[config.mk]
export PLATFORM = sky130hd
export DESIGN_NAME = flash_cmd_seq
export DESIGN_NICKNAME = d
export VERILOG_FILES = /design/src/rtl/fcs_pkg.sv /design/src/rtl/fcs_cmd_check.sv /design/src/rtl/fcs_timer.sv /design/src/rtl/fcs_rd_wait.sv /design/src/rtl/flash_cmd_seq.sv
export SDC_FILE = /design/constraint.sdc
export NUM_CORES = 1
export LEC_CHECK = 0
export ABC_AREA = 1
export BUFFER_PORTS_ARGS = -buffer_cell sky130_fd_sc_hd__buf_2
export CAP_MARGIN = 20
export CORE_AREA = 2 2 81 83
export CTS_BUF_LIST = sky130_fd_sc_hd__clkbuf_8 sky130_fd_sc_hd__clkbuf_16
export CTS_CLUSTER_DIAMETER = 80
export DETAILED_ROUTE_END_ITERATION = 10
export DIE_AREA = 0 0 83 85
export PLACE_DENSITY = 0.75
export SYNTH_ARGS = -nofsm -noshare
export SYNTH_HDL_FRONTEND = slang
export SYNTH_SLANG_ARGS = --single-unit
[constraint.sdc]
create_clock -name clk_i -period 1.7 [get_ports clk_i]
set_input_delay 0.17 -clock clk_i [delete_from_list [all_inputs] [get_ports clk_i]]
set_output_delay 0.17 -clock clk_i [all_outputs]
set_load 0.05 [all_outputs]
[src/rtl/fcs_pkg.sv]
package fcs_pkg;
  localparam logic [2:0] OP_PROG   = 3'd1;
  localparam logic [2:0] OP_PERASE = 3'd2;
  localparam logic [2:0] OP_FERASE = 3'd3;
  localparam logic [2:0] OP_SLOCK  = 3'd4;
  localparam logic [2:0] OP_CLOCK  = 3'd5;

  typedef enum logic [1:0] {PH_IDLE, PH_ERASE, PH_WRITE, PH_HOLD} fcs_phase_e;
  typedef enum logic [1:0] {VD_START, VD_LOCK_ERR, VD_PROG_ERR} fcs_verdict_e;
endpackage

[src/rtl/fcs_cmd_check.sv]
module fcs_cmd_check
  import fcs_pkg::*;
#(
  parameter int PAGE_W    = 10,
  parameter int NREG      = 16,
  parameter int REG_PAGES = 16
) (
  input  logic              key_ok_i,
  input  logic              busy_i,
  input  logic [2:0]        op_i,
  input  logic [PAGE_W-1:0] page_i,
  input  logic [NREG-1:0]   lock_i,
  output logic              lockable_o,
  output fcs_verdict_e      verdict_o
);
  localparam int REG_W = $clog2(NREG);
  localparam int RPG_W = $clog2(REG_PAGES);
  localparam logic [PAGE_W:0] SPAN = (PAGE_W+1)'(NREG * REG_PAGES);

  logic [REG_W-1:0] region;
  logic             region_locked;

  assign lockable_o    = {1'b0, page_i} < SPAN;
  assign region        = page_i[RPG_W +: REG_W];
  assign region_locked = lockable_o && lock_i[region];

  always_comb begin
    verdict_o = VD_START;
    if (busy_i || !key_ok_i) verdict_o = VD_PROG_ERR;
    else begin
      case (op_i)
        OP_PROG, OP_PERASE: if (region_locked) verdict_o = VD_LOCK_ERR;
        OP_FERASE:          if (|lock_i) verdict_o = VD_LOCK_ERR;
        OP_SLOCK, OP_CLOCK: if (!lockable_o) verdict_o = VD_PROG_ERR;
        default:            verdict_o = VD_PROG_ERR;
      endcase
    end
  end
endmodule

[src/rtl/fcs_timer.sv]
module fcs_timer
  import fcs_pkg::*;
#(
  parameter int PROG_CYC   = 60,
  parameter int PERASE_CYC = 20,
  parameter int FERASE_CYC = 150,
  parameter int LOCK_CYC   = 10
) (
  input  logic       clk_i,
  input  logic       rst_ni,
  input  logic       start_i,
  input  logic [2:0] op_i,
  output logic       busy_o,
  output logic       erase_o,
  output logic       write_o,
  output logic       end_o
);
  localparam int M1    = (PROG_CYC > FERASE_CYC) ? PROG_CYC : FERASE_CYC;
  localparam int MAXC  = (M1 > LOCK_CYC) ? M1 : LOCK_CYC;
  localparam int CNT_W = $clog2(MAXC + 1);

  fcs_phase_e       phase_q;
  logic [CNT_W-1:0] cnt_q;
  logic             then_write_q;
  logic             chain;

  assign chain   = (phase_q == PH_ERASE) && then_write_q;
  assign busy_o  = phase_q != PH_IDLE;
  assign erase_o = phase_q == PH_ERASE;
  assign write_o = phase_q == PH_WRITE;
  assign end_o   = busy_o && (cnt_q == '0) && !chain;

  always_ff @(posedge clk_i or negedge rst_ni) begin
    if (!rst_ni) begin
      phase_q      <= PH_IDLE;
      cnt_q        <= '0;
      then_write_q <= 1'b0;
    end else if (start_i) begin
      then_write_q <= op_i == OP_PROG;
      case (op_i)
        OP_PROG, OP_PERASE: begin
          phase_q <= PH_ERASE;
          cnt_q   <= CNT_W'(PERASE_CYC - 1);
        end
        OP_FERASE: begin
          phase_q <= PH_ERASE;
          cnt_q   <= CNT_W'(FERASE_CYC - 1);
        end
        default: begin
          phase_q <= PH_HOLD;
          cnt_q   <= CNT_W'(LOCK_CYC - 1);
        end
      endcase
    end else if (busy_o) begin
      if (cnt_q != '0) cnt_q <= cnt_q - 1'b1;
      else if (chain) begin
        phase_q      <= PH_WRITE;
        cnt_q        <= CNT_W'(PROG_CYC - PERASE_CYC - 1);
        then_write_q <= 1'b0;
      end else phase_q <= PH_IDLE;
    end
  end

  AST_NO_RESTART: assert property (@(posedge clk_i) disable iff (!rst_ni)
    start_i |-> !busy_o);
  AST_ERASE_WRITE_EXCL: assert property (@(posedge clk_i) disable iff (!rst_ni)
    !(erase_o && write_o));
  AST_WRITE_AFTER_ERASE: assert property (@(posedge clk_i) disable iff (!rst_ni)
    $rose(write_o) |-> $past(erase_o));
endmodule

[src/rtl/fcs_rd_wait.sv]
module fcs_rd_wait #(
  parameter int WS_W = 2
) (
  input  logic            clk_i,
  input  logic            rst_ni,
  input  logic [WS_W-1:0] ws_i,
  input  logic            req_i,
  output logic            ack_o
);
  logic            pend_q;
  logic [WS_W-1:0] cnt_q;

  assign ack_o = pend_q && (cnt_q == '0);

  always_ff @(posedge clk_i or negedge rst_ni) begin
    if (!rst_ni) begin
      pend_q <= 1'b0;
      cnt_q  <= '0;
    end else if (!pend_q) begin
      if (req_i) begin
        pend_q <= 1'b1;
        cnt_q  <= ws_i;
      end
    end else if (cnt_q != '0) cnt_q <= cnt_q - 1'b1;
    else pend_q <= 1'b0;
  end

  AST_ACK_SINGLE: assert property (@(posedge clk_i) disable iff (!rst_ni)
    ack_o |=> !ack_o);
endmodule

[src/rtl/flash_cmd_seq.sv]
module flash_cmd_seq
  import fcs_pkg::*;
#(
  parameter int          PAGE_W     = 10,
  parameter int          NREG       = 16,
  parameter int          REG_PAGES  = 16,
  parameter int          KEY_W      = 8,
  parameter logic [7:0]  KEY        = 8'hA5,
  parameter int          WS_W       = 2,
  parameter int          PROG_CYC   = 60,
  parameter int          PERASE_CYC = 20,
  parameter int          FERASE_CYC = 150,
  parameter int          LOCK_CYC   = 10
) (
  input  logic              clk_i,
  input  logic              rst_ni,
  input  logic              cmd_valid_i,
  input  logic [KEY_W-1:0]  cmd_key_i,
  input  logic [2:0]        cmd_op_i,
  input  logic [PAGE_W-1:0] cmd_page_i,
  input  logic              stat_rd_i,
  input  logic              cfg_we_i,
  input  logic [WS_W-1:0]   cfg_ws_i,
  input  logic [2:0]        cfg_ie_i,
  input  logic              rd_req_i,
  output logic              busy_o,
  output logic              done_o,
  output logic              lock_err_o,
  output logic              prog_err_o,
  output logic              irq_o,
  output logic [NREG-1:0]   lock_bits_o,
  output logic              arr_erase_o,
  output logic              arr_write_o,
  output logic [PAGE_W-1:0] arr_page_o,
  output logic              rd_ack_o
);
  localparam int REG_W = $clog2(NREG);
  localparam int RPG_W = $clog2(REG_PAGES);

  fcs_verdict_e      verdict;
  logic              lockable, start, t_end;
  logic [WS_W-1:0]   ws_q;
  logic [2:0]        ie_q, pend_op_q;
  logic [NREG-1:0]   lock_q;
  logic [REG_W-1:0]  pend_reg_q;
  logic [PAGE_W-1:0] page_q;
  logic              done_q, lock_err_q, prog_err_q;

  fcs_cmd_check #(.PAGE_W(PAGE_W), .NREG(NREG), .REG_PAGES(REG_PAGES)) u_check (
    .key_ok_i   (cmd_key_i == KEY_W'(KEY)),
    .busy_i     (busy_o),
    .op_i       (cmd_op_i),
    .page_i     (cmd_page_i),
    .lock_i     (lock_q),
    .lockable_o (lockable),
    .verdict_o  (verdict)
  );

  assign start = cmd_valid_i && (verdict == VD_START);

  fcs_timer #(.PROG_CYC(PROG_CYC), .PERASE_CYC(PERASE_CYC),
              .FERASE_CYC(FERASE_CYC), .LOCK_CYC(LOCK_CYC)) u_timer (
    .clk_i   (clk_i),
    .rst_ni  (rst_ni),
    .start_i (start),
    .op_i    (cmd_op_i),
    .busy_o  (busy_o),
    .erase_o (arr_erase_o),
    .write_o (arr_write_o),
    .end_o   (t_end)
  );

  fcs_rd_wait #(.WS_W(WS_W)) u_rd (
    .clk_i  (clk_i),
    .rst_ni (rst_ni),
    .ws_i   (ws_q),
    .req_i  (rd_req_i),
    .ack_o  (rd_ack_o)
  );

  always_ff @(posedge clk_i or negedge rst_ni) begin
    if (!rst_ni) begin
      ws_q       <= '0;
      ie_q       <= '0;
      lock_q     <= '0;
      pend_op_q  <= '0;
      pend_reg_q <= '0;
      page_q     <= '0;
      done_q     <= 1'b0;
      lock_err_q <= 1'b0;
      prog_err_q <= 1'b0;
    end else begin
      if (cfg_we_i) begin
        ws_q <= cfg_ws_i;
        ie_q <= cfg_ie_i;
      end
      if (start) begin
        pend_op_q  <= cmd_op_i;
        pend_reg_q <= cmd_page_i[RPG_W +: REG_W];
        page_q     <= cmd_page_i;
        done_q     <= 1'b0;
      end else if (t_end) begin
        done_q <= 1'b1;
        if (pend_op_q == OP_SLOCK) lock_q[pend_reg_q] <= 1'b1;
        if (pend_op_q == OP_CLOCK) lock_q[pend_reg_q] <= 1'b0;
      end
      if (cmd_valid_i && verdict == VD_LOCK_ERR) lock_err_q <= 1'b1;
      else if (stat_rd_i) lock_err_q <= 1'b0;
      if (cmd_valid_i && verdict == VD_PROG_ERR) prog_err_q <= 1'b1;
      else if (stat_rd_i) prog_err_q <= 1'b0;
    end
  end

  assign done_o      = done_q;
  assign lock_err_o  = lock_err_q;
  assign prog_err_o  = prog_err_q;
  assign lock_bits_o = lock_q;
  assign arr_page_o  = page_q;
  assign irq_o       = |({prog_err_q, lock_err_q, done_q} & ie_q);

  AST_BAD_KEY_NO_START: assert property (@(posedge clk_i) disable iff (!rst_ni)
    (cmd_valid_i && !busy_o && cmd_key_i != KEY_W'(KEY)) |=> !busy_o);
  AST_LOCKED_NOT_STARTED: assert property (@(posedge clk_i) disable iff (!rst_ni)
    (start && (cmd_op_i == OP_PROG || cmd_op_i == OP_PERASE) && lockable)
      |-> !lock_q[cmd_page_i[RPG_W +: REG_W]]);
  AST_FULL_NEEDS_UNLOCKED: assert property (@(posedge clk_i) disable iff (!rst_ni)
    (start && cmd_op_i == OP_FERASE) |-> (lock_q == '0));
  AST_DONE_AT_END: assert property (@(posedge clk_i) disable iff (!rst_ni)
    $fell(busy_o) |-> done_o);
endmodule

After elaboration in Yosys (flattened, before gate mapping)
Index checks and enable logic that the tools add are counted.
{"block": "classes", "addsub": 2, "n_mul": 0, "div": 0, "magnitude_cmp": 4, "eq_ne": 14, "shifts": 0, "n_mux": 38, "bitwise_logic": 5, "reduce_logical": 35}
{"cell": "two-way mux 16 bit", "count": 4}
{"cell": "two-way mux 8 bit", "count": 4}
{"cell": "two-way mux 2 bit", "count": 10}
{"cell": "bitwise AND 16 bit", "count": 1}
{"cell": "two-way mux 1 bit", "count": 16}
{"cell": "NOT 16 bit", "count": 1}
{"cell": "OR 16 bit", "count": 1}
{"cell": "case mux 8 bit (2 select lines)", "count": 1}
{"cell": "nonzero test 2 bit", "count": 8}
{"cell": "OR reduction 16 bit", "count": 1}
{"cell": "equality test 3 bit (second input constant)", "count": 4}
{"cell": "less-than comparator 10 x 9 -> 1 bit (second input constant)", "count": 1}
{"cell": "less-than comparator 4 x 5 -> 1 bit (second input constant)", "count": 2}
{"cell": "logical AND 1 bit", "count": 9}
{"cell": "equality test 8 bit (second input constant)", "count": 1}
{"cell": "zero test 8 bit", "count": 1}
{"cell": "AND reduction 2 bit", "count": 4}
{"cell": "nonzero test 8 bit", "count": 1}
{"cell": "subtractor 8 x 1 -> 8 bit (second input constant)", "count": 1}
{"cell": "equality test 3 x 2 -> 1 bit (second input constant)", "count": 2}
{"cell": "case mux 2 bit (3 select lines)", "count": 1}
{"cell": "OR reduction 3 bit", "count": 2}
{"cell": "binary-select mux 1 bit (select 4 bit)", "count": 1}
{"cell": "demux 1 bit (select 4 bit)", "count": 1}
{"cell": "14 further kinds", "count": 20}
{"block": "totals", "register_bits": 55, "latch_bits": 0, "mem_bits_rw": 0, "romBits": 0, "inputBits": 32, "wordCells": 112, "memories": 0}

Depth between registers and ports, before layout
Gate-level depths: netlist of run 1.
{"block": "logic_depth", "ltp_word": 11, "ltp_mapped": 12, "depth_no_buf": 11}

Modules after synthesis
A second synthesis of run 1 with hierarchy kept.
{"block": "unflattened", "hier_cells": 460, "hier_area_um2": 3131.8}
{"mod": "flash_cmd_seq", "instances": 1, "cells_per_inst": 260, "area_each_um2": 1909.3, "seq_area_each_um2": 925.9}
{"mod": "fcs_timer", "instances": 1, "cells_per_inst": 113, "area_each_um2": 754.5, "seq_area_each_um2": 275.3}
{"mod": "fcs_cmd_check", "instances": 1, "cells_per_inst": 60, "area_each_um2": 287.8, "seq_area_each_um2": 0.0}
{"mod": "fcs_rd_wait", "instances": 1, "cells_per_inst": 27, "area_each_um2": 180.2, "seq_area_each_um2": 75.1}

Least setup slack after synthesis of run 1
OpenSTA, ideal clock, no wires.
{"block": "synth_timing", "path_type": "register to register", "from": "register u_timer.phase_q[0]", "to": "register u_timer.cnt_q[1]", "t_arrival_ns": 1.691, "required_time_ns": 1.631, "setup_slack_ns": -0.059, "stages_incl_launch_ff": 9, "n_path_buf": 1, "period_less_slack_ns": 1.759, "cell_sequence": "dfrtp_1 > inv_1 > nor2_2 > nand2_1 > nand2_1 > nand2_1 > buf_4 > or2_2 > nand3_1"}
{"block": "synth_via", "word_cells_on_any_way": 11, "cone_classes": "eq/ne (1); mux (2); reduce/logical (8)"}
{"item": "start: declaration", "line": "fcs_timer.sv:22", "source": "fcs_phase_e phase_q;"}
{"item": "start signal: assignment", "line": "fcs_timer.sv:35", "source": "phase_q <= PH_IDLE;"}
{"item": "start signal: assignment", "line": "fcs_timer.sv:42", "source": "phase_q <= PH_ERASE;"}
{"item": "start signal: assignment", "line": "fcs_timer.sv:46", "source": "phase_q <= PH_ERASE;"}
{"item": "equality test 2 x 1 -> 1 bit"}
{"item": "net arr_erase_o", "line": "flash_cmd_seq.sv:32", "source": "output logic arr_erase_o,"}
{"item": "logical AND 1 bit", "line": "fcs_timer.sv:27", "source": "assign chain = (phase_q == PH_ERASE) && then_write_q;"}
{"item": "nonzero test 3 bit (no line)"}
{"item": "AND reduction 2 bit (no line)"}
{"item": "end signal: assignment", "line": "fcs_timer.sv:43", "source": "cnt_q <= CNT_W'(PERASE_CYC - 1);"}
{"item": "end signal: assignment", "line": "fcs_timer.sv:47", "source": "cnt_q <= CNT_W'(FERASE_CYC - 1);"}
{"item": "end signal: assignment", "line": "fcs_timer.sv:51", "source": "cnt_q <= CNT_W'(LOCK_CYC - 1);"}
{"item": "end: declaration", "line": "fcs_timer.sv:23", "source": "logic [CNT_W-1:0] cnt_q;"}
The timed path passes the listed nets, and every way through them passes these cells.
A chain may end at the register's enable or synchronous reset.

Worst setup path in the final report of run 1
{"block": "layout_timing", "from": "register u_timer.phase_q[1]", "to": "register u_timer.cnt_q[4]"}
{"block": "layout_via", "elab_chain_len": 7, "word_cells_on_any_way": 11, "cone_classes": "eq/ne (1); mux (2); reduce/logical (8)"}
{"item": "nonzero test 2 bit", "line": "fcs_timer.sv:28", "source": "assign busy_o = phase_q != PH_IDLE;"}
{"item": "logical OR 1 bit", "line": "fcs_cmd_check.sv:29", "source": "if (busy_i || !key_ok_i) verdict_o = VD_PROG_ERR;"}
{"item": "two-way mux 2 bit", "line": "fcs_cmd_check.sv:29"}
{"item": "zero test 2 bit", "line": "flash_cmd_seq.sv:59", "source": "assign start = cmd_valid_i && (verdict == VD_START);"}
{"item": "logical AND 1 bit", "line": "flash_cmd_seq.sv:59"}
{"item": "nonzero test 3 bit (no line) or nonzero test 2 bit (tied branches)"}
{"item": "AND reduction 2 bit (no line)"}
{"item": "end signal: assignment", "line": "fcs_timer.sv:51"}
{"item": "end signal: assignment", "line": "fcs_timer.sv:55", "source": "if (cnt_q != '0) cnt_q <= cnt_q - 1'b1;"}
{"item": "end signal: assignment", "line": "fcs_timer.sv:58", "source": "cnt_q <= CNT_W'(PROG_CYC - PERASE_CYC - 1);"}
Parallel ways exist; a longest one is shown, timed or not.

==> impl_results.md, run 1 <==
- Port Buffers: 65
- Initial Utilization: 0.475
- CTS tree: yes
- Final max-slew violation count: 0
- Flop2flop setup slack: 10 ps
- Final Wtd Congestion: 0.884
- Clock-pin transition on the worst setup and hold timing paths: about 90 ps
- CP Class: flip-flop to flip-flop
- Hpwl dp: 5480 um
- Worst hold path class: input port to flip-flop
- CTS Buf Count: 5
- Pre-Repair DR Iteration Count: 5
- Worst-Margin Slew: 460 ps
- Post-synthesis sequential area ratio: 0.433
- NumNets Final: 515
- Setup ws final: 13.1 ps
- Worst Hold Path Cells: 3
- Dominant cell type by area after synthesis: dfrtp_1
- Drt wl/cell: 13.6 um
- Period Utilization, post-route: 0.992
- Layout cell share with drive strength beyond 1: 0.257
- Via count: 2,940
- FF-to-FF path depth: 8
- Clk buf depth: 2
- Residual DRC count: 0
- Setup_tns: 0 ps
- Crit. End Element: flip-flop
- Yosys cell types: 34
- Initial drt markers: around 230
- Clk sinks: 51
- Core area: 6200 um2
- Min-Delay Endpoint: ws_q[0]
- Util after Layout: 0.590
- GRT Resource Usage Total: 0.207
- Crit path DAT: 1890 ps
- CP required: 1900 ps
- Startpoint Class: flip-flop
- Antenna diodes: 0
- Post-synth top cells: 106 x nand2_1, 54 x inv_1, 51 x dfrtp_1, 45 x o21ai_0, 42 x nand3_1
- Clock root buffer master: clkbuf_8
- Vias per cell: 5.26
- Die area: just over 7000 um2
- #FFs+latches synth: 51
- Clock Latency Late Sink: 310 ps
- Async set-reset flop share out of synthesis: 1.00
- Max Clk Rate: 593 MHz
- RSZ-0062 raised after global routing: true
- Area grow syn2layout: 24.2%
- Mapped Area: 2950 um2
- R2R Path End: u_timer.cnt_q[4]
- Avg Cell Area, Syn: between 7 and 8 um2
- Sequential cell area: 1280 um2
- Worst slack, placed: -14.1 ps
- Global-route wire length before repair: ~12,000 um
- Ys Warns: 0
- Synth Instances: ~400
- # rows: 29
- Post-synth top area share: 0.433
- Post-DRT Antenna Nets: 0
- GRT overflow: 0
- H-tree Lvls: 2
- Worst Path Max Fanout: 6
- Routed WL: 7600 um
- Width of the die: 83 um
- Final min period: 1690 ps
- Worst hold slack: ~71 ps
- EDFF count, synth: 0
- Worst Min Path Start: cfg_ws_i[0]
- Finish-stage setup viols: 0
- Status: finished clean
- Die Span Y: 85 um
- Most frequent cell after synthesis: nand2_1
- Largest net degree at the start of global routing: 52
- R2r startpoint: u_timer.phase_q[1]
- Syn_nets: 433
- I/O pin count: 66
- Pwr dens: 640 nW/um2
- Peak supply drop: 0.485 mV
- Slew headroom: 0.692
- Final hold violations: 0
- Clk_skew: 3.20 ps
- Max Cap Viol: 0
- Fill cells: 558
- Leakage power: around 1.8 nW
- Number of global-route vias before repair: 2,666
- Area of the multi-input gates: 1470 um2
- Initial antenna violation count: 0
- Largest cells by area after synthesis: dfrtp_1 43%, nand2_1 13%, o21ai_0 7.6%
- Top_reg_cell synth: dfrtp_1
state kept, by name (all words and copies together), names as in the netlist, named ones only:
name and cells:
arr_page_o 7, done_o 1, ie_q 3, lock_bits_o 15, lock_err_o 1, pend_op_q 3
pend_reg_q 3, prog_err_o 1, u_rd.cnt_q 2, u_rd.pend_q 1, u_timer.cnt_q 8, u_timer.phase_q 2
u_timer.then_write_q 1, ws_q 2
metal layers:
metal,part of all wire,wire (um),track usage,vias to the layer above
met3,0.055,417,0.0370,16
li1,-,-,-,1456
met5,0,0,0,-
met1,0.44,3380,0.280,1372
met4,0.013,100,0.0551,0
met2,0.49,3700,0.346,96
worst max path at each step:
stage	from	endpoint	slack (ps)	depth (start not counted)
6_report	u_timer.phase_q[1]	u_timer.cnt_q[4]	10	8
2_1_floorplan	lock_bits_o[13]	pend_reg_q[1]	70	8
3_3_place_gp	u_timer.phase_q[0]	arr_page_o[7]	30	7
5_1_grt	u_timer.phase_q[1]	u_timer.cnt_q[4]	-70	8
3_5_place_dp	u_timer.phase_q[0]	pend_op_q[2]	-10	8
4_1_cts	u_timer.phase_q[1]	pend_reg_q[1]	6	7
cell families (layout without fill, tap and decap cells):
family,count (synthesis),count (layout),synth area share
DFF,51,51,0.433
xor gates and xnor gates,5,5,0.0148
and+or+nand+nor,198,200,0.308
adders and majority gates,2,2,0.00848
muxes,2,2,0.00764
AOI/OAI and AO/OA,69,69,0.126
buffers and inverters,72,153,0.103
critical path, stage by stage, from the launching register on:
cell and delay, ps:
dfrtp_1 420, nor2_4 150, inv_2 80, nor3_1 200, nand2_1 140, nor2_4 220
nand4_1 170, nand2_1 120, nand2_1 70
power by group:
part | total [mW] | switching, mW | leakage (nW) | internal, mW
Clock | 0.694 | 0.411 | 0.0453 | 0.283
Sequential | 1.29 | 0.0292 | 0.619 | 1.26
Combinational | 0.358 | 0.238 | 1.15 | 0.121
cell usage in the layout (no fill, tap or decap), types with 5 or more instances in the layout:
cell type	netlist	layout
o21a_1	5	5
clkbuf_8	0	5
inv_1	54	55
nand2_1	106	102
o21ai_0	45	45
nor2_1	22	21
o21ai_1	15	15
buf_4	2	15
nand4_1	11	11
dfrtp_1	51	50
buf_2	0	65
nand3_1	42	40
area by class of cell:
type	count	share of cell area
Timing Repair Buffer	84	0.136
Clock buffer	5	0.0188
Sequential cell	51	0.349
Inverter	61	0.0639
Multi-Input combinational cell	278	0.401
Tap cell	77	0.0263
Clock inverter	3	0.00444
stage by stage:
step	power (mW)	instances	area [um2]
2_1_floorplan	1.53	399	2960
3_3_place_gp	1.65	542	3430
3_5_place_dp	1.67	542	3430
4_1_cts	2.36	551	3530
5_1_grt	2.48	559	3660
6_report	2.34	559	3660
repair_timing:
| item | 4_1_cts | 5_1_grt |
|---|---|---|
| setup endpoints to repair | 8 | 41 |
| setup buffers | 0 | 6 |
| hold buffers | 1 | 0 |
| gates cloned | 0 | 2 |
| hold endpoints to repair | 51 | 0 |
| pin swaps | 2 | 5 |
| gates resized for setup | 1 | 17 |
Note: power is estimated with default switching activity, not from simulation.
==> run 2: changes to the inputs <==
Settings changed: CORE_AREA 2 2 81 83 to 2 2 77 79, CTS_CLUSTER_SIZE from default to 40, DIE_AREA 0 0 83 85 to 0 0 79 81, HOLD_SLACK_MARGIN from default to 0.05, PLACE_DENSITY 0.75 to 0.79.
Clock period 1.7 ns to 1.6 ns, I/O delays scaled along.
==> run 2 against run 1 <==
Compared with the run above:
- the flow now finishes with violations (setup timing)
- core utilization grew 13 points
- cell count is 3.2% higher
- critical path depth rose by 1
- sequential power increased by 6%
- routed wire length up 22%
- global-route usage rose by 6.6 points
- worst hold slack worse by 15 ps
- die area fell by 9.3%
- clock power up 14%
- largest power group unchanged
==> impl_results.md, run 2 (synthesis gave the netlist of run 1 again) <==
- Non-Filler Instances: 577 (was 559)
- Startpoint Class: flip-flop (unchanged)
- Worst hold path class: input port to flip-flop (unchanged)
- Area grow syn2layout: 39.3% (was 24.2%)
- Worst-Margin Slew: 582 ps (was 460 ps)
- NumNets Final: 535 (was 515)
- Clk_skew: 13.3 ps (was 3.20 ps)
- Die Span Y: 81 um (was 85 um)
- Max Cap Viol: 0 (unchanged)
- Layout cell share with drive strength beyond 1: 0.390 (was 0.257)
- Pwr dens: 621 nW/um2 (was 640 nW/um2)
- CP Class: flip-flop to flip-flop (unchanged)
- Setup ws final: -103 ps (was 13.1 ps)
- Pwr Total: 2.55 mW (was 2.34 mW)
- Crit. End Element: flip-flop (unchanged)
- Fill cells: 420 (was 558)
- Crit path DAT: 1930 ps (was 1890 ps)
- Post-DRT Antenna Nets: 0 (unchanged)
- Via count: 3,223 (was 2,940)
- GRT overflow: 0 (unchanged)
- CTS Buf Count: 5 (unchanged)
- Width of the die: 79 um (was 83 um)
- Initial Utilization: 0.520 (was 0.475)
- Clk sinks: 51 (unchanged)
- Initial antenna violation count: 0 (unchanged)
- Final hold violations: 0 (unchanged)
- Pre-Repair DR Iteration Count: 5 (unchanged)
- Largest net degree at the start of global routing: 25 (was 52)
- Util after Layout: 0.724 (was 0.590)
- Max reg flops: 15 (unchanged)
- Final Wtd Congestion: 0.926 (was 0.884)
- Leakage power: 1.97 nW (was 1.81 nW)
- Vias per cell: 5.59 (was 5.26)
- Final Cell Area: 4110 um2 (was 3660 um2)
- CTS tree: yes (unchanged)
- Final min period: 1700 ps (was 1690 ps)
- Routed WL: 9260 um (was 7600 um)
- Final max-slew violation count: 0 (unchanged)
- Period Utilization, post-route: 1.06 (was 0.992)
- Commonest cells after routing, fill and taps aside: 84 x nand2_1, 65 x buf_2, 48 x inv_1 (was 102 x nand2_1, 65 x buf_2, 55 x inv_1)
- Finish-stage setup viols: 39 (was 0)
- Global-route wire length before repair: 13,700 um (was 12,100 um)
- Number of global-route vias before repair: 2,851 (was 2,666)
- Peak supply drop: 0.591 mV (was 0.485 mV)
- Drt wl/cell: 16.0 um (was 13.6 um)
- Sequential cell area: 1290 um2 (was 1280 um2)
- Max Clk Rate: 587 MHz (was 593 MHz)
- Hpwl dp: 5380 um (was 5480 um)
- Post-DP Area: 3490 um2 (was 3430 um2)
- Slew headroom: 0.612 (was 0.692)
- GRT Resource Usage Total: 0.273 (was 0.207)
- Initial drt markers: 291 (was 227)
- Failing checks: setup timing
- Status: finished, violations left (was finished clean)
- Worst Path Max Fanout: 3 (was 6)
- H-tree Lvls: 2 (unchanged)
- Clock root buffer master: clkbuf_8 (unchanged)
- CP required: 1830 ps (was 1900 ps)
- Die area: 6400 um2 (was 7060 um2)
- Residual DRC count: 0 (unchanged)
- Clock-pin transition on the worst setup and hold timing paths: 100 ps (was 90 ps)
- Commonest non-fill, non-tap cell in the layout: nand2_1 (unchanged)
- Dpl cells: 547 (was 542)
- Clk buf depth: 2 (unchanged)
- Antenna diodes: 0 (unchanged)
- Core area: 5680 um2 (was 6200 um2)
- RSZ-0062 raised after global routing: true (unchanged)
- Clock Latency Late Sink: 320 ps (was 310 ps)
- I/O pin count: 66 (unchanged)
- # rows: 28 (was 29)
- Area of the multi-input gates: 1680 um2 (was 1470 um2)
- Port Buffers: 65 (unchanged)
- Worst hold slack: 56.5 ps (was 71.5 ps)
run 2: power breakdown:
part | internal [mW] | switching, mW | total, mW
Combinational | 0.131 | 0.260 | 0.391
Clock | 0.314 | 0.477 | 0.790
Sequential | 1.34 | 0.0295 | 1.37
run 2: path summary, 6_finish.rpt:
| check | cells after the start | slack [ps] | end | start |
|---|---|---|---|---|
| setup / recovery | 9 | -100 | flip-flop | u_timer.cnt_q[0] |
| hold / removal | 3 | 60 | ie_q[2] | cfg_ie_i[2] |
| setup reg to reg | 9 | -100 | flip-flop | u_timer.cnt_q[0] |
| hold reg to reg | 2 | 500 | arr_page_o[8] | arr_page_o[8] |
| max in group asynchronous | 3 | 590 | pend_op_q[2] | rst_ni |
| min in group asynchronous | 2 | 360 | lock_bits_o[12] | rst_ni |
run 2: worst max-delay path, stage by stage, from the launching register on:
cell and delay (ps):
dfrtp_1 410, inv_2 90, ha_4 150, nor3b_4 220, nand3_2 130, inv_4 90, nand3_4 130, nor4_4 200
nand2_1 100, o21ai_0 110
run 2: cell type report:
cell class | instances | share of cell area
multi-input cells | 279 | 0.408
flip-flops and latches | 51 | 0.315
repair buffers | 103 | 0.174
inverters | 61 | 0.0582
well taps | 75 | 0.0228
clock buffers | 5 | 0.0167
clock inverters | 3 | 0.00609
run 2: routing by layer:
metal | share of wire | up-vias | track usage
li1 | - | 1506 | -
met1 | 0.40 | 1522 | 0.347
met2 | 0.50 | 171 | 0.468
met3 | 0.075 | 24 | 0.0433
met4 | 0.031 | 0 | 0.112
met5 | 0 | - | 0
run 2: metrics by stage:
step                setup WS, ps  TNS, ps
global route                -210    -3770
finish                      -103    -1280
global placement           -58.1     -420
CTS                        -9.25    -9.25
detailed placement         -96.1    -1160
floorplan                  -7.62    -7.62
run 2: timing repair:
action | 4_1_cts | 5_1_grt
gates cloned | 4 | 0
gates resized for setup | 25 | 58
hold endpoints to repair | 25 | 0
setup endpoints to repair | 34 | 39
buffers inserted | 9 | 6
hold buffers | 3 | 0
pin swaps | 14 | 21
